==> src/rtl/tmr_pkg.sv <==
package tmr_pkg;
  localparam int BYTE_W    = 8;
  localparam int CNT_W     = 2 * BYTE_W;
  localparam int MODE_W    = 3;
  localparam int ADDR_W    = 2;
  localparam logic [ADDR_W-1:0] CTRL_ADDR = 2'd3;
  localparam logic [BYTE_W-1:0] CTRL_READ_VAL = 8'hFF;

  typedef enum logic [1:0] {
    ACC_LATCH = 2'd0,
    ACC_LO    = 2'd1,
    ACC_HI    = 2'd2,
    ACC_WORD  = 2'd3
  } acc_e;

  // Count value delivered to the core for a completing write.
  function automatic logic [CNT_W-1:0] load_value(input acc_e acc,
                                                  input logic [BYTE_W-1:0] held,
                                                  input logic [BYTE_W-1:0] d);
    case (acc)
      ACC_LO:   load_value = {{BYTE_W{1'b0}}, d};
      ACC_HI:   load_value = {d, {BYTE_W{1'b0}}};
      ACC_WORD: load_value = {d, held};
      default:  load_value = '0;
    endcase
  endfunction

  function automatic logic [BYTE_W-1:0] pick_byte(input logic [CNT_W-1:0] v,
                                                  input logic hi);
    pick_byte = hi ? v[CNT_W-1:BYTE_W] : v[BYTE_W-1:0];
  endfunction

  function automatic logic [BYTE_W-1:0] status_byte(input logic out_lvl,
                                                    input acc_e acc,
                                                    input logic [MODE_W-1:0] mode);
    status_byte = {out_lvl, 1'b0, acc, mode, 1'b0};
  endfunction
endpackage

==> src/rtl/tmr_cmd_decode.sv <==
module tmr_cmd_decode
  import tmr_pkg::*;
#(
  parameter int NUM_CH = 3
) (
  input  logic              ctrl_wr,
  input  logic [BYTE_W-1:0] cw,
  output logic [NUM_CH-1:0] setup_p,
  output logic [NUM_CH-1:0] latch_cnt_p,
  output logic [NUM_CH-1:0] latch_st_p,
  output acc_e              acc_f,
  output logic [MODE_W-1:0] mode_f
);
  logic [1:0] sel_f;
  logic       is_rb;
  logic       rb_no_cnt;
  logic       rb_no_st;
  logic       cw_unused;

  assign sel_f     = cw[7:6];
  assign acc_f     = acc_e'(cw[5:4]);
  assign mode_f    = cw[3:1];
  assign is_rb     = (sel_f == 2'd3);
  assign rb_no_cnt = cw[5];
  assign rb_no_st  = cw[4];
  assign cw_unused = cw[0];

  for (genvar i = 0; i < NUM_CH; i++) begin : g_dec
    logic hit;
    assign hit = !is_rb && (sel_f == 2'(i));
    assign setup_p[i]     = ctrl_wr && hit && (acc_f != ACC_LATCH);
    assign latch_cnt_p[i] = ctrl_wr && (is_rb ? (cw[i+1] && !rb_no_cnt)
                                              : (hit && acc_f == ACC_LATCH));
    assign latch_st_p[i]  = ctrl_wr && is_rb && cw[i+1] && !rb_no_st;
  end
endmodule

==> src/rtl/tmr_chan_port.sv <==
module tmr_chan_port
  import tmr_pkg::*;
(
  input  logic              clk,
  input  logic              rst_n,
  input  logic              setup_p,
  input  acc_e              acc_in,
  input  logic [MODE_W-1:0] mode_in,
  input  logic              latch_cnt_p,
  input  logic              latch_st_p,
  input  logic              data_wr,
  input  logic              data_rd,
  input  logic [BYTE_W-1:0] wdata,
  input  logic [CNT_W-1:0]  live_cnt,
  input  logic              out_lvl,
  output logic [BYTE_W-1:0] rbyte,
  output logic              ld_valid,
  output logic [CNT_W-1:0]  ld_value,
  output logic [MODE_W-1:0] mode_o,
  output logic              st_pend,
  output logic [1:0]        cnt_pend,
  output logic [CNT_W-1:0]  lat_val
);
  acc_e              acc_q;
  logic [MODE_W-1:0] mode_q;
  logic              wr_hi;
  logic              rd_hi;
  logic [BYTE_W-1:0] wlat;
  logic [BYTE_W-1:0] st_val;
  acc_e              cnt_pend_q;
  logic              load_now;

  assign mode_o   = mode_q;
  assign cnt_pend = cnt_pend_q;
  assign load_now = data_wr && ((acc_q != ACC_WORD) || wr_hi);

  always_comb begin
    if (st_pend)
      rbyte = st_val;
    else if (cnt_pend_q != ACC_LATCH)
      rbyte = pick_byte(lat_val, cnt_pend_q == ACC_HI);
    else
      rbyte = pick_byte(live_cnt, (acc_q == ACC_HI) || (acc_q == ACC_WORD && rd_hi));
  end

  always_ff @(posedge clk) begin
    if (!rst_n) begin
      acc_q      <= ACC_WORD;
      mode_q     <= '0;
      wr_hi      <= 1'b0;
      rd_hi      <= 1'b0;
      wlat       <= '0;
      st_val     <= '0;
      st_pend    <= 1'b0;
      cnt_pend_q <= ACC_LATCH;
      lat_val    <= '0;
      ld_valid   <= 1'b0;
      ld_value   <= '0;
    end else begin
      ld_valid <= load_now;
      if (load_now)
        ld_value <= load_value(acc_q, wlat, wdata);

      if (setup_p) begin
        acc_q  <= acc_in;
        mode_q <= mode_in;
        wr_hi  <= 1'b0;
        rd_hi  <= 1'b0;
      end

      if (data_wr && acc_q == ACC_WORD) begin
        if (!wr_hi) wlat <= wdata;
        wr_hi <= !wr_hi;
      end

      if (latch_cnt_p && cnt_pend_q == ACC_LATCH) begin
        lat_val    <= live_cnt;
        cnt_pend_q <= acc_q;
      end

      if (latch_st_p && !st_pend) begin
        st_val  <= status_byte(out_lvl, acc_q, mode_q);
        st_pend <= 1'b1;
      end

      if (data_rd) begin
        if (st_pend)
          st_pend <= 1'b0;
        else if (cnt_pend_q == ACC_WORD)
          cnt_pend_q <= ACC_HI;
        else if (cnt_pend_q != ACC_LATCH)
          cnt_pend_q <= ACC_LATCH;
        else if (acc_q == ACC_WORD)
          rd_hi <= !rd_hi;
      end
    end
  end
endmodule

==> src/rtl/tmr_host_port.sv <==
module tmr_host_port
  import tmr_pkg::*;
#(
  parameter int NUM_CH = 3
) (
  input  logic                    clk,
  input  logic                    rst_n,
  input  logic [ADDR_W-1:0]       bus_sel,
  input  logic                    bus_wr,
  input  logic                    bus_rd,
  input  logic [BYTE_W-1:0]       bus_wdata,
  output logic [BYTE_W-1:0]       bus_rdata,
  input  logic [NUM_CH*CNT_W-1:0] live_cnt,
  input  logic [NUM_CH-1:0]       ch_out,
  output logic [NUM_CH-1:0]       ld_valid,
  output logic [NUM_CH*CNT_W-1:0] ld_value,
  output logic [NUM_CH*MODE_W-1:0] ch_mode
);
  logic              ctrl_wr;
  logic [NUM_CH-1:0] setup_p, latch_cnt_p, latch_st_p;
  acc_e              acc_f;
  logic [MODE_W-1:0] mode_f;

  // Named internal events, visible to the bound checker.
  logic [NUM_CH-1:0]       st_pend_w;
  logic [NUM_CH*2-1:0]     cnt_pend_w;
  logic [NUM_CH*CNT_W-1:0] lat_hold_w;
  logic [BYTE_W-1:0]       rbyte_a [NUM_CH];

  assign ctrl_wr = bus_wr && (bus_sel == CTRL_ADDR);

  tmr_cmd_decode #(.NUM_CH(NUM_CH)) u_dec (
    .ctrl_wr    (ctrl_wr),
    .cw         (bus_wdata),
    .setup_p    (setup_p),
    .latch_cnt_p(latch_cnt_p),
    .latch_st_p (latch_st_p),
    .acc_f      (acc_f),
    .mode_f     (mode_f)
  );

  for (genvar i = 0; i < NUM_CH; i++) begin : g_ch
    logic hit;
    assign hit = (bus_sel == ADDR_W'(i));
    tmr_chan_port u_ch (
      .clk        (clk),
      .rst_n      (rst_n),
      .setup_p    (setup_p[i]),
      .acc_in     (acc_f),
      .mode_in    (mode_f),
      .latch_cnt_p(latch_cnt_p[i]),
      .latch_st_p (latch_st_p[i]),
      .data_wr    (bus_wr && hit),
      .data_rd    (bus_rd && !bus_wr && hit),
      .wdata      (bus_wdata),
      .live_cnt   (live_cnt[i*CNT_W +: CNT_W]),
      .out_lvl    (ch_out[i]),
      .rbyte      (rbyte_a[i]),
      .ld_valid   (ld_valid[i]),
      .ld_value   (ld_value[i*CNT_W +: CNT_W]),
      .mode_o     (ch_mode[i*MODE_W +: MODE_W]),
      .st_pend    (st_pend_w[i]),
      .cnt_pend   (cnt_pend_w[i*2 +: 2]),
      .lat_val    (lat_hold_w[i*CNT_W +: CNT_W])
    );
  end

  always_comb begin
    bus_rdata = CTRL_READ_VAL;
    for (int i = 0; i < NUM_CH; i++)
      if (bus_sel == ADDR_W'(i)) bus_rdata = rbyte_a[i];
  end
endmodule

==> config.mk <==
export PLATFORM = sky130hd
export DESIGN_NAME = tmr_host_port
export DESIGN_NICKNAME = d
export VERILOG_FILES = /design/src/rtl/tmr_pkg.sv /design/src/rtl/tmr_cmd_decode.sv /design/src/rtl/tmr_chan_port.sv /design/src/rtl/tmr_host_port.sv
export SDC_FILE = /design/constraint.sdc
export NUM_CORES = 1
export LEC_CHECK = 0
export BUFFER_PORTS_ARGS = -buffer_cell sky130_fd_sc_hd__buf_2
export CAP_MARGIN = 20
export CORE_MARGIN = 10
export CORE_UTILIZATION = 40
export DETAILED_ROUTE_END_ITERATION = 6
export PLACE_DENSITY_LB_ADDON = 0.15
export SYNTH_ARGS = -nofsm -noshare
export SYNTH_HDL_FRONTEND = slang
export SYNTH_SLANG_ARGS = --single-unit
==> constraint.sdc <==
create_clock -name clk -period 1.65 [get_ports clk]
set_input_delay 0.165 -clock clk [delete_from_list [all_inputs] [get_ports clk]]
set_output_delay 0.165 -clock clk [all_outputs]
set_load 0.01 [all_outputs]
# == Word-level counts from Yosys, hierarchy flattened ==
# Cells that the tools add are included.
# word_totals
register_bits,171
out_inout_bits,68
# classes
n_eq_ne,24
muxes,69
bitwise,3
reduce_logical,83
# op_table
cell,count
16-bit case mux with 3 select lines,3
8-bit two-way mux,15
1-bit logical AND,48
1-bit two-way mux,36
"2-bit == test, second input constant",16
2-bit two-way mux,15
2-bit nonzero test,7
1-bit zero test,13
2-bit zero test,6
"2-bit by 1-bit == test with 1-bit output, second input constant",5
1-bit logical OR,6
"2-bit inequality test, second input constant",3
2-bit AND reduction,3
1-bit NOT,3

# == Logic depth before layout (Yosys ltp) ==
# logic_depth
ltp_word,12
ltp_mapped,8
mapped_depth_nobuf,5

# == By module ==
# From an unflattened synthesis, not the netlist that was laid out.
# unflattened
hier_cells,994
area_unflattened_um2,8429.3
# by_module_without_submodules
mod,n_inst,cells_per_inst,area_per_inst_um2,seq_area_each_um2
tmr_chan_port,3,314,2665.1,1141.1
tmr_host_port,1,29,274.0,0.0
tmr_cmd_decode,1,23,160.2,0.0

# == Worst setup path before layout ==
# OpenSTA, ideal clock, no wires.
# synth_timing
kind,register to register
start,register g_ch[1].u_ch.cnt_pend_q[1]
end,register g_ch[1].u_ch.lat_val[10]
setup_ns,0.116
arrival_ns,1.665
required_time_ns,1.534
setup_slack_ns,-0.131
path_stages_with_launch,9
path_cell_list,dfxtp_1 > buf_2 > nor2_1 > nand2_1 > nor4_1 > buf_2 > buf_4 > mux2i_1 > nor2b_1
# synth_between
elab_chain_len,2
# synth_rtl
item,line_no,text
from (decl),tmr_chan_port.sv:30,acc_e cnt_pend_q;
from (signal assigned),tmr_chan_port.sv:78,cnt_pend_q <= acc_q;
2-bit zero test,tmr_chan_port.sv:76,if (latch_cnt_p && cnt_pend_q == ACC_LATCH) begin
1-bit logical AND,tmr_chan_port.sv:76,
to (signal assigned),tmr_chan_port.sv:77,lat_val <= live_cnt;
to (decl),tmr_chan_port.sv:22,output logic [CNT_W-1:0] lat_val
# No other way between the ends.
# A chain may end at the register's enable or synchronous reset.

# == Final worst setup path ==
# layout_timing
start,register g_ch[2].u_ch.rd_hi
end,output bus_rdata[3]
# layout_between
elab_chain_len,6
# layout_rtl
item,line_no,text
from (decl),tmr_chan_port.sv:27,logic rd_hi;
from (signal assigned),tmr_chan_port.sv:94,rd_hi <= !rd_hi;
1-bit logical AND,tmr_chan_port.sv:43,"rbyte = pick_byte(live_cnt, (acc_q == ACC_HI) || (acc_q == ACC_WORD && rd_hi));"
1-bit logical OR,tmr_chan_port.sv:43,
8-bit two-way mux,tmr_pkg.sv:30,pick_byte = hi ? v[CNT_W-1:BYTE_W] : v[BYTE_W-1:0];
8-bit two-way mux,tmr_chan_port.sv:40,else if (cnt_pend_q != ACC_LATCH)
8-bit two-way mux,tmr_chan_port.sv:38,if (st_pend)
8-bit two-way mux,tmr_host_port.sv:71,if (bus_sel == ADDR_W'(i)) bus_rdata = rbyte_a[i];
to (decl),tmr_host_port.sv:12,"output logic [BYTE_W-1:0] bus_rdata,"
# No other way between the ends.

==> impl_metrics.tcl <==
set metrics [dict create \
    routed_wl_um 24900 \
    fin_util_pct 55.2 \
    final-hold-violation-count 0 \
    tritoncts "done" \
    ys.flop_type "dfxtp_1" \
    drt_iter0_drc 433 \
    reg2regPathDepth 5 \
    setup_ws_ns -0.511 \
    hold_buffers 0 \
    cts_buffers 17 \
    startpoint "g_ch[2].u_ch.rd_hi" \
    grt_antenna_before_repair 1 \
    ant_nets 0 \
    netSwitchingFraction_pct 25.0 \
    slowest_delay_ns 0.32 \
    clk_pin_slew_worst_paths_ns 0.07 \
    layout_common_cells "dfxtp_1, buf_2, buf_4, nor2b_1, mux2i_1" \
    cp-start-kind "flip-flop" \
    p_leak_nw 4.33 \
    ys_top_cells_by_area "dfxtp_1, mux2i_1, nor2b_1" \
    cp_slowest_cell "dfxtp_2" \
    drive_gt1_share_pct 34.8 \
    ys_ff_latch 171 \
    status "finished with violations" \
    cts_buffer_depth 2 \
    fmax_mhz 463 \
    rrSetupSlack_ns -0.05 \
    p_sw_w 0.00238 \
    synth_top_cell_area_share_pct 42.0 \
    met3_usage_pct 4.80 \
    die_x_um 163 \
    chipHeight_um 163 \
    viasPerCell 5.08 \
    grt_max_degree 52 \
    synthToLayoutAreaGrowth_pct 36.5 \
    clkLatencyLatePin_ns 0.43 \
    min_path_cells 3 \
    path_class "flip-flop to output port" \
    seq_power_share_pct 44.3 \
    avgRoutedWirePerCell_um 17.7 \
    p_int_w 0.00711 \
    path_cells "nand2b_4, buf_6, and3_4, a211o_1, a221oi_2, nor4_2, buf_2" \
    gp_congestion 0.825 \
    setup_viol 9 \
    syn_nets 981 \
    preCtsSetupSlack_ns -0.378 \
    setup_tns_ns -3.73 \
    synth.avg_cell_area_um2 8.90 \
    worst_hold_slack_ns 0.0170 \
    dp_hpwl_um 17600 \
    first_global_vias 7234 \
    fp-row-count 52 \
    cp.arrival_ns 2.00 \
    track_usage_pct 18.3 \
    slew_viol_final 0 \
    netlist_area_um2 8160 \
    drc 0 \
    worstMarginPinSlew_ns 0.394 \
    ios 133 \
    drtPass1Iterations 4 \
    powerDensity_nw_per_um2 852 \
    yosysWarnings 0 \
    crit_fanout 5 \
    grt_overflow 0 \
    rsz0062_at_grt "yes" \
    die_area_um2 26500 \
    skew_ns 0.00916 \
    grt-busiest-layer "met2" \
    use_met1_pct 24.4 \
    yosysUniqueCellTypes 48 \
    comb_power_share_pct 10.3 \
    r2r-start "g_ch[2].u_ch.st_pend" \
    end_kind "output port" \
    clkSinkCount 171 \
    layout_commonest_cell "dfxtp_1" \
    crit_end "bus_rdata[3]" \
    r2r-end "g_ch[2].u_ch.rd_hi" \
    fin_crit_sh_pct 131 \
    synthCells 916 \
    final_nets 1185 \
    met2_usage_pct 28.9 \
    h-tree-depth 4 \
    coreArea_um2 20200 \
    period_needed_ns 2.16 \
    start_util_pct 40.4 \
    drv_cap 0 \
    vias 7139 \
    crit_required_ns 1.48 \
    synth-edff-count 0 \
    max-slew-margin-rel_pct 73.3 \
    async_flop_share_pct 0 \
    yosysTopAreaCell "dfxtp_1" \
    clkPwrFrac_pct 45.4 \
    violations "setup timing" \
    seq_area_frac_synth_pct 42.0 \
    grt_pass1_wl_um 39100 \
    hp-class "input port to flip-flop" \
    port_buffers 132 \
    cts_root_buffer "clkbuf_16" \
    peakVddDrop_mv 0.652 \
]
## cells in the mapped netlist, types with 2 or more instances
cell type / n
a211o_1: 6
a211oi_1: 3
a21boi_0: 60
a21oi_1: 27
a221oi_1: 16
a22oi_1: 3
a31o_2: 2
a31oi_1: 4
a32oi_1: 6
and2_1: 4
and3_1: 8
buf_1: 5
buf_2: 13
buf_4: 5
clkbuf_1: 60
dfxtp_1: 171
inv_1: 25
mux2_2: 27
mux2i_1: 105
nand2_1: 93
nand2b_1: 4
nand3_1: 54
nand4_1: 3
nor2_1: 35
nor2_2: 3
nor2b_1: 104
nor3_1: 5
nor3b_1: 4
nor4_1: 8
o211a_1: 3
o211ai_1: 5
o21a_1: 4
o21ai_0: 14
o22ai_1: 6
o311ai_0: 3
or2_2: 2
or3_1: 4
or4_1: 2
## cell families (layout without fill, tap and decap cells)
kind of cell           Yosys count  in the layout  synth area share [%]
DFF                            171            171                  42.0
muxes                          132            132                  16.6
other                            0              1                     0
and+or+nand+nor                338            338                  21.4
buffers and inverters          108            325                  5.40
AOI/OAI and AO/OA              167            167                  14.6
## power groups by stage
stage | registers [W] | logic (W) | clock network (W)
after CTS | 0.00420 | 0.000941 | 0.00439
after floorplan | 0.00429 | 0.000449 | 0
after global placement | 0.00429 | 0.000881 | 0
after detailed placement | 0.00430 | 0.000883 | 0
after global routing | 0.00421 | 0.00105 | 0.00455
final | 0.00420 | 0.000979 | 0.00430
## routing by layer
metal	up-vias	part of all wire, %
li1	3591	-
met1	3383	47
met2	144	46
met3	21	5.6
met4	0	0.93
met5	-	0
## what timing repair did
item | CTS | global route
setup buffers | 5 | 9
pin swaps | 23 | 17
resized for setup | 59 | 31
setup endpoints to repair | 59 | 87
cloned | 1 | 3
## layout make-up
cell class                 count  area (um^2)
clock inverter                14          198
timing repair buffer         268         1960
multi-input combinational    637         4670
tap                          270          338
sequential                   171         3440
clock buffer                  18          429
inverter                      25         93.8
fill                        1931         9040
antenna                        1         2.50
## state kept, by name (all words and copies together) (netlist names), 6 cells and up
signal / count
g_ch.u_ch.lat_val: 48
g_ch.u_ch.cnt_pend: 6
g_ch.u_ch.mode_o: 9
g_ch.u_ch.wlat: 24
g_ch.u_ch.ld_value: 48
g_ch.u_ch.acc_q: 6
g_ch.u_ch.st_val: 18
## worst max-delay path: cells and delay by family (launching register included)
family	cells	cell delay (ns)
AO/OA/AOI/OAI	2	0.54
flip-flops	1	0.32
buffers and inverters	2	0.30
AND/OR/NAND/NOR	3	0.42
## how the worst min path moves through the flow
stage	start	end	slack, ns
after floorplan	live_cnt[0]	g_ch[0].u_ch.lat_val[0]	0.33
after global routing	live_cnt[11]	g_ch[0].u_ch.lat_val[11]	0.02
after global placement	live_cnt[31]	g_ch[1].u_ch.lat_val[15]	0.44
after detailed placement	live_cnt[7]	g_ch[0].u_ch.lat_val[7]	0.45
after CTS	live_cnt[33]	g_ch[2].u_ch.lat_val[1]	0.005
final	live_cnt[10]	g_ch[0].u_ch.lat_val[10]	0.02
## stage by stage
stage	area, um^2	std cells	total power [W]
finish	11100	1404	0.00948
detailed placement	9930	1357	0.00518
CTS	10900	1392	0.00953
floorplan	8190	916	0.00474
global route	11100	1404	0.00981
global placement	9930	1357	0.00518
No activity file was read; power rests on OpenSTA's default activity.
